===== src/rtl/chg_wdog_pkg.sv =====
package chg_wdog_pkg;

    typedef struct packed {
        logic scl_stuck;
        logic idle;
    } cause_t;

    function automatic longint unsigned ms_to_cycles(input longint unsigned hz,
                                                     input longint unsigned ms);
        longint unsigned c;
        c = (hz * ms) / 64'd1000;
        if (c == 0) c = 1;
        return c;
    endfunction

    function automatic int cnt_width(input longint unsigned limit);
        return $clog2(limit + 1);
    endfunction

endpackage


===== src/rtl/wdog_sync.sv =====
module wdog_sync #(
    parameter int STAGES = 2
) (
    input  logic clk,
    input  logic rst,
    input  logic d_i,
    output logic q_o
);
    logic [STAGES-1:0] chain;

    always_ff @(posedge clk) begin
        if (rst) chain <= '1;
        else     chain <= {chain[STAGES-2:0], d_i};
    end

    assign q_o = chain[STAGES-1];
endmodule


===== src/rtl/wdog_timer.sv =====
module wdog_timer #(
    parameter longint unsigned LIMIT = 10
) (
    input  logic clk,
    input  logic rst,
    input  logic restart_i,
    input  logic advance_i,
    output logic expire_o
);
    localparam int W = chg_wdog_pkg::cnt_width(LIMIT);
    localparam logic [W-1:0] LAST = W'(LIMIT - 1);
    localparam logic [W-1:0] TOP  = W'(LIMIT);

    logic [W-1:0] cnt;

    always_ff @(posedge clk) begin
        if (rst || restart_i)           cnt <= '0;
        else if (advance_i && cnt != TOP) cnt <= cnt + 1'b1;
    end

    assign expire_o = advance_i && !restart_i && (cnt == LAST);


    cnt_bounded_chk: assert property (@(posedge clk) disable iff (rst)
        cnt <= TOP);


    expire_parks_chk: assert property (@(posedge clk) disable iff (rst)
        expire_o |=> (cnt == TOP));
endmodule


===== src/rtl/wdog_gate.sv =====
module wdog_gate
    import chg_wdog_pkg::*;
(
    input  logic   clk,
    input  logic   rst,
    input  logic   write_i,
    input  cause_t expire_i,
    output logic   en_o,
    output cause_t cause_o
);
    always_ff @(posedge clk) begin
        if (rst) begin
            en_o    <= 1'b0;
            cause_o <= '0;
        end else if (write_i) begin
            en_o    <= 1'b1;
            cause_o <= '0;
        end else if (en_o && (expire_i != '0)) begin
            en_o    <= 1'b0;
            cause_o <= expire_i;
        end
    end


    write_enables_chk: assert property (@(posedge clk) disable iff (rst)
        write_i |=> (en_o && cause_o == '0));


    cause_only_when_off_chk: assert property (@(posedge clk) disable iff (rst)
        (cause_o != '0) |-> !en_o);


    off_holds_chk: assert property (@(posedge clk) disable iff (rst)
        (!en_o && !write_i) |=> (!en_o && $stable(cause_o)));


    write_wins_chk: assert property (@(posedge clk) disable iff (rst)
        (write_i && expire_i != '0) |=> en_o);
endmodule


===== src/rtl/chg_safety_wdog.sv =====
module chg_safety_wdog
    import chg_wdog_pkg::*;
#(
    parameter longint unsigned CLK_HZ  = 100_000_000,
    parameter longint unsigned IDLE_MS = 175_000,
    parameter longint unsigned SCL_MS  = 25
) (
    input  logic       clk,
    input  logic       rst,
    input  logic       wr_vset_i,
    input  logic       wr_iset_i,
    input  logic       scl_i,
    output logic       chg_en_o,
    output logic [1:0] cause_o
);
    localparam longint unsigned IDLE_CYC = ms_to_cycles(CLK_HZ, IDLE_MS);
    localparam longint unsigned SCL_CYC  = ms_to_cycles(CLK_HZ, SCL_MS);

    logic   write;
    logic   scl_s;
    cause_t expire;
    cause_t cause;

    assign write = wr_vset_i | wr_iset_i;

    wdog_sync #(.STAGES(2)) u_sync (
        .clk (clk),
        .rst (rst),
        .d_i (scl_i),
        .q_o (scl_s)
    );

    wdog_timer #(.LIMIT(IDLE_CYC)) u_idle (
        .clk       (clk),
        .rst       (rst),
        .restart_i (write),
        .advance_i (1'b1),
        .expire_o  (expire.idle)
    );

    wdog_timer #(.LIMIT(SCL_CYC)) u_scl (
        .clk       (clk),
        .rst       (rst),
        .restart_i (scl_s),
        .advance_i (!scl_s),
        .expire_o  (expire.scl_stuck)
    );

    wdog_gate u_gate (
        .clk      (clk),
        .rst      (rst),
        .write_i  (write),
        .expire_i (expire),
        .en_o     (chg_en_o),
        .cause_o  (cause)
    );

    assign cause_o = cause;


    scl_high_no_stuck_chk: assert property (@(posedge clk) disable iff (rst)
        scl_s |-> !expire.scl_stuck);
endmodule


===== config.mk =====
export PLATFORM = sky130hd
export DESIGN_NAME = chg_safety_wdog
export DESIGN_NICKNAME = d
export VERILOG_FILES = /design/src/rtl/chg_wdog_pkg.sv /design/src/rtl/wdog_sync.sv /design/src/rtl/wdog_timer.sv /design/src/rtl/wdog_gate.sv /design/src/rtl/chg_safety_wdog.sv
export SDC_FILE = /design/constraint.sdc
export NUM_CORES = 1
export LEC_CHECK = 0
export CAP_MARGIN = 5
export CORE_MARGIN = 2
export CORE_UTILIZATION = 60
export CTS_CLUSTER_DIAMETER = 200
export DETAILED_ROUTE_END_ITERATION = 8
export DONT_BUFFER_PORTS = 1
export PLACE_DENSITY = 0.79
export REMOVE_ABC_BUFFERS = 1
export SLEW_MARGIN = 15
export SYNTH_ARGS = -nofsm -noshare
export SYNTH_HDL_FRONTEND = slang
export SYNTH_SLANG_ARGS = --single-unit

===== constraint.sdc =====
create_clock -name clk -period 2.2 [get_ports clk]
set_input_delay 0.44 -clock clk [delete_from_list [all_inputs] [get_ports clk]]
set_output_delay 0.44 -clock clk [all_outputs]
set_load 0.03 [all_outputs]

==> results.toml, run 1 <==
[clock_tree]
ctsHtreeMaxLevel = 3
cts_buffers = 9
tritoncts = "done"
post_cts_resized = 0
cts_setup_buffers = 0
cts-root-buf = "clkbuf_8"
postCtsHoldBufs = 0
clk_latency_ns = 0.34
clk_pin_slew_ns = 0.07
cts_sinks = 62
cts_buffer_depth = 2

[power]
pwr-share-seq_pct = 52.6
p_clk_share_pct = 46.1
ir_worst_vdd_uv = 457
total_power_mw = 2.15
power_leakage_nw = 0.999
comb_power_share_pct = 1.3
p_per_area_nw_per_um2 = 664
p_switching_mw = 0.469
p_int_mw = 1.69
swShare_pct = 21.8

[drt]
vias = 2385
dr.pass1.iters = 4
wl_per_cell_um = 13.6
viasPerCell = 5.75
wirelength_um = 5660
ant_nets = 0
initialDrtViolationCount = 64
drc = 0

[critical_path]
r2r_cells = 7
r2r-start = "u_idle.cnt[0]$_SDFFE_PP0P_"
cp_data_required_time_ns = 2.40
worstPathCellList = "inv_1, ha_1, nor4b_1, nand2_1, nor4_4, mux2i_1, nor2_1"
ff2ff_setup_slack_ns = 0.22
max_stage_delay_ns = 0.49
critPathMaxFanout = 6
critical_path.startpoint = "u_idle.cnt[0]$_SDFFE_PP0P_"
timing.rr.end = "u_idle.cnt[1]$_SDFFE_PP0P_"
crit_path_start_kind = "flop"
worst_ep_arrival_time_ns = 2.18
slowest_stage = "nor4_4"
critPathKind = "reg -> reg"
end_kind = "flop"

[grt]
grt_pass1_vias = 2348
grtUsageTotal_pct = 24.1
grt_max_degree = 18
antenna_found_initial = 0
grt_pass1_wl_um = 10100
grt_remaining_overflow = 0

[sta]
fin_skew_ns = 0.00921
rsz0062_at_grt = "false"
setup_violations = 0
maxSlewViolCount = 0
final.period_utilization_pct = 90.1
relSlewSlack_pct = 58.5
max_freq_ghz = 0.505
worst_pin_slew_ns = 0.623
hold_violations = 0
setup_ws_ns = 0.218
period_needed_ns = 1.98
tns_ns = 0

[synth]
synth-edff-count = 0
syn_area_per_cell_um2 = 8.83
synthAdderAreaFrac_pct = 1.70
synth_top_area_share_pct = 42.1
post_synth_num_cell_types = 51
ys_ff_latch = 62
ys.flop_type = "dfxtp_1"
async_flop_share_pct = 0
muxShareOfSynthArea_pct = 1.02
ys_seq_area_share_pct = 42.1
yosys-top-cells-area = "dfxtp_1 (42%), xor2_1 (7.4%), nor2_1 (6.4%)"
syn_area_um2 = 2950
synthSimpleGateAreaFrac_pct = 34.9
yosys_warnings = 0
synth-xor-area-share_pct = 11.9
synth_compound_area_share_pct = 6.54
synth_cells = 334
synth_area_leader_cell = "dfxtp_1"
synth_top_family_by_area = "simple AND/OR/NAND/NOR gates"

[place]
place_ws_ns = 0.239
dp_hpwl_um = 4050
place_congestion = 0.791
portBuffers = 0

[die]
coreArea_um2 = 4720
io_pins = 8
die_h_um = 74.1
die_x_um = 74.1
start_util_pct = 62.4
rows = 25
die_area_um2 = 5490

[finish]
drive_gt1_share_pct = 12.1
final_nets = 352
most-common-layout-cells = "dfxtp_1 (62), nor2_1 (50), xor2_1 (25), nand3_1 (22), nand2_1 (22)"
final_common_cell = "dfxtp_1"
final_util_pct = 68.7
fillerInstances = 378
diodes = 0
synthToLayoutAreaGrowth_pct = 10.1

[worst_hold_path]
hold_start = "rst"
hold_depth = 1
hold_class = "in -> reg"
min_to = "u_gate.en_o$_SDFFE_PP0P_"

[flow_run]
maxCapViolCount = 0

[run_status]
status = "complete, no violations"
## power by group through the flow
stage          Clock (mW)  Sequential, mW  Combinational [mW]
2_1_floorplan           0            1.16              0.0178
3_5_place_dp            0            1.16              0.0279
4_1_cts              1.02            1.13              0.0281
5_1_grt              1.06            1.13              0.0314
6_report            0.994            1.13              0.0280
3_3_place_gp            0            1.16              0.0275
## how the worst max path moves through the flow
stage / to / slack [ns] / cells past startpoint
3_5_place_dp: u_idle.cnt[1]$_SDFFE_PP0P_ / 0.24 / 7
3_3_place_gp: u_scl.cnt[1]$_SDFFE_PP0P_ / 0.33 / 5
5_1_grt: u_idle.cnt[1]$_SDFFE_PP0P_ / 0.05 / 7
2_1_floorplan: u_scl.cnt[1]$_SDFFE_PP0P_ / 0.41 / 5
4_1_cts: u_idle.cnt[1]$_SDFFE_PP0P_ / 0.23 / 7
6_report: u_idle.cnt[1]$_SDFFE_PP0P_ / 0.22 / 7
## sequential cells by signal, indices dropped and copies added (netlist names)
register / count
u_idle.cnt: 35
u_gate.en_o: 1
u_scl.cnt: 22
u_gate.cause_o: 2
u_sync.chain: 2
## final cells by class
type	instances	area, um^2	area share [%]
Sequential cell	62	1240	38.3
Tap cell	67	83.8	2.58
Clock buffer	10	138	4.24
Multi-Input combinational cell	258	1650	50.9
Inverter	6	22.5	0.694
Clock inverter	6	61.3	1.89
Timing Repair Buffer	6	45.0	1.39
## logic make-up (layout without fill, tap and decap cells)
group	Yosys count	count (layout)
simple gates	180	180
flops	62	62
xor+xnor	40	40
compound gates	31	31
buf+inv	14	28
fa+ha+maj	4	4
mux	3	3
## cell usage after synthesis (all sizes together) (3+ instances only)
master	n
a21oi	12
and3	6
clkbuf	8
dfxtp	62
ha	4
inv	6
mux2i	3
nand2	23
nand2b	4
nand3	24
nand4	18
nor2	51
nor3	10
nor4	10
nor4b	5
o211ai	3
o21ai	7
o31ai	3
or2	5
or3	9
or4b	3
xnor2	15
xor2	25
## critical path: cells and delay by family (launching register included)
kind,cells,cell delay (ns)
simple gates,4,0.99
flops,1,0.33
mux,1,0.24
fa+ha+maj,1,0.16
buf+inv,1,0.12
## routing by layer
| metal | up-vias | track usage [%] | routed length (um) |
|---|---|---|---|
| met3 | 10 | 9.49 | 197 |
| met1 | 1139 | 27.2 | 2570 |
| met2 | 30 | 41.6 | 2790 |
| met5 | - | 0 | 0 |
| met4 | 0 | 8.28 | 106 |
| li1 | 1206 | - | - |
## per-stage QoR
step	cells	hold WS [ns]	area, um^2
after floorplan	326	0.389	2920
after global placement	399	0.394	3050
after detailed placement	399	0.394	3050
after CTS	415	0.147	3240
after global routing	415	0.133	3240
final	415	0.157	3240
Power figures use the tool's default switching activity.
==> run 2: changes to the inputs <==
Settings changed: CORE_UTILIZATION 60 to 63, PLACE_DENSITY 0.79 to 0.82.
==> run 2 against run 1 <==
  * Core utilization rose by 4.4 points
  * Flip-flop and latch count did not move
  * Critical endpoint is now u_scl.cnt[1]$_SDFFE_PP0P_
  * Worst hold slack improved by 0.0020 ns
  * Clock power rose by 11%
  * Critical path type unchanged
==> results.toml, run 2 (synthesis gave the netlist of run 1 again) <==
[critical_path]
end_kind = "flop"
cp-endpoint = "u_scl.cnt[1]$_SDFFE_PP0P_"
r2r-start = "u_scl.cnt[16]$_SDFFE_PP0P_"
crit_path_start_kind = "flop"
timing.rr.end = "u_scl.cnt[1]$_SDFFE_PP0P_"
critPathKind = "reg -> reg"
r2r_cells = 5
critical_path.startpoint = "u_scl.cnt[16]$_SDFFE_PP0P_"
worst_ep_arrival_time_ns = 2.19
ff2ff_setup_slack_ns = 0.23
cp_data_required_time_ns = 2.42
critPathMaxFanout = 4

[place]
place_ws_ns = 0.244
portBuffers = 0
dp_hpwl_um = 3940
dpl-instance-area_um2 = 3030
place_congestion = 0.775

[sta]
setup_ws_ns = 0.231
worst_pin_slew_ns = 0.516
relSlewSlack_pct = 65.5
rsz0062_at_grt = "false"
maxSlewViolCount = 0
setup_violations = 0
hold_violations = 0
final.period_utilization_pct = 89.5
fin_skew_ns = 0.00956
tns_ns = 0
max_freq_ghz = 0.508
period_needed_ns = 1.97

[grt]
antenna_found_initial = 0
grtUsageMet1_pct = 28.7
grtUsageTotal_pct = 24.3
grt_pass1_wl_um = 9980
grt_pass1_vias = 2276
globalRouteMet3Util_pct = 9.58
top_usage_layer = "met2"
grt_util_met2_pct = 40.2
grt_remaining_overflow = 0
grt_max_degree = 22

[clock_tree]
ctsHtreeMaxLevel = 3
cts_sinks = 62
post_cts_resized = 0
clk_latency_ns = 0.35
clk_pin_slew_ns = 0.08
postCtsHoldBufs = 0
cts_setup_buffers = 0
tritoncts = "done"
cts-root-buf = "clkbuf_8"
cts_buffer_depth = 2
cts_buffers = 9

[finish]
largest_reg_flops = 35
synthToLayoutAreaGrowth_pct = 10.2
stdcell_area_um2 = 3250
diodes = 0
regMostFlops = "u_idle.cnt"
fillerInstances = 320
largest_registers = "u_idle.cnt: 35 flops, u_scl.cnt: 22 flops"
final_nets = 352
most-common-layout-cells = "dfxtp_1 (62), nor2_1 (50), xor2_1 (25), nand3_1 (22), nand2_1 (22)"
drive_gt1_share_pct = 12.1
final_common_cell = "dfxtp_1"

[power]
pwr-share-seq_pct = 50.0
comb_power_share_pct = 1.2
total_power_mw = 2.26
swShare_pct = 21.5
p_per_area_nw_per_um2 = 697
p_int_mw = 1.78
power_leakage_nw = 1.00
p_switching_mw = 0.487
ir_worst_vdd_uv = 741
p_clk_share_pct = 48.7

[drt]
wl_per_cell_um = 14.2
dr.pass1.iters = 4
initialDrtViolationCount = 89
vias = 2358
ant_nets = 0
wirelength_um = 5660
drc = 0
viasPerCell = 5.90

[flow_run]
maxCapViolCount = 0

[die]
die_x_um = 72.4
die_h_um = 72.4
die_area_um2 = 5240
io_pins = 8
start_util_pct = 66.3
rows = 24
coreArea_um2 = 4440

[worst_hold_path]
hold_class = "in -> reg"

[run_status]
status = "complete, no violations"
[run 2: cell count changes in the layout (fill, tap and decap cells not counted), sizes merged]
cell	before	now
inv	6	7
clkinvlp	1	2
clkinv	4	2
clkbuf	10	9
bufinv	1	2
[run 2: worst min path at each step]
stage	from	endpoint	slack (ns)	cells past startpoint
final	rst	u_gate.en_o$_SDFFE_PP0P_	0.16	1
after floorplan	u_sync.chain[0]$_SDFF_PP1_	u_sync.chain[1]$_SDFF_PP1_	0.39	1
after global placement	u_sync.chain[0]$_SDFF_PP1_	u_sync.chain[1]$_SDFF_PP1_	0.39	1
after global routing	rst	u_gate.en_o$_SDFFE_PP0P_	0.13	1
after detailed placement	u_sync.chain[0]$_SDFF_PP1_	u_sync.chain[1]$_SDFF_PP1_	0.40	1
after CTS	rst	u_gate.en_o$_SDFFE_PP0P_	0.15	1
[run 2: power by group through the flow]
stage	registers, mW	logic, mW	clock network [mW]
2_1_floorplan	1.16	0.0178	0
3_3_place_gp	1.16	0.0275	0
3_5_place_dp	1.16	0.0281	0
4_1_cts	1.13	0.0281	1.13
5_1_grt	1.13	0.0313	1.17
6_report	1.13	0.0279	1.10
[run 2: layout make-up]
cell class | instances | area [um^2] | area share [%]
Timing Repair Buffer | 6 | 45.0 | 1.39
Multi-Input combinational cell | 258 | 1650 | 50.9
Tap cell | 52 | 65.1 | 2.00
Inverter | 6 | 22.5 | 0.693
Clock buffer | 9 | 124 | 3.81
Sequential cell | 62 | 1240 | 38.2
Clock inverter | 7 | 97.6 | 3.00
[run 2: through the flow]
| stage | utilization, % | std cells | hold WS, ns |
|---|---|---|---|
| 2_1_floorplan | - | 326 | 0.389 |
| 3_3_place_gp | 68.1 | 384 | 0.393 |
| 3_5_place_dp | 68.1 | 384 | 0.405 |
| 4_1_cts | 73.1 | 400 | 0.145 |
| 5_1_grt | 73.1 | 400 | 0.132 |
| 6_report | 73.1 | 400 | 0.159 |
[run 2: per-layer routing]
layer / vias up / part of all wire [%]
met2: 35 / 49
li1: 1205 / -
met5: - / 0
met1: 1109 / 45
met4: 0 / 1.4
met3: 9 / 3.9
[run 2: worst max-delay path: stages (launching register included)]
cell     delay [ns]
dfxtp_1        0.33
or4b_2         0.67
nor4_2         0.30
and3_2         0.29
mux2i_1        0.19
nor2_1         0.07
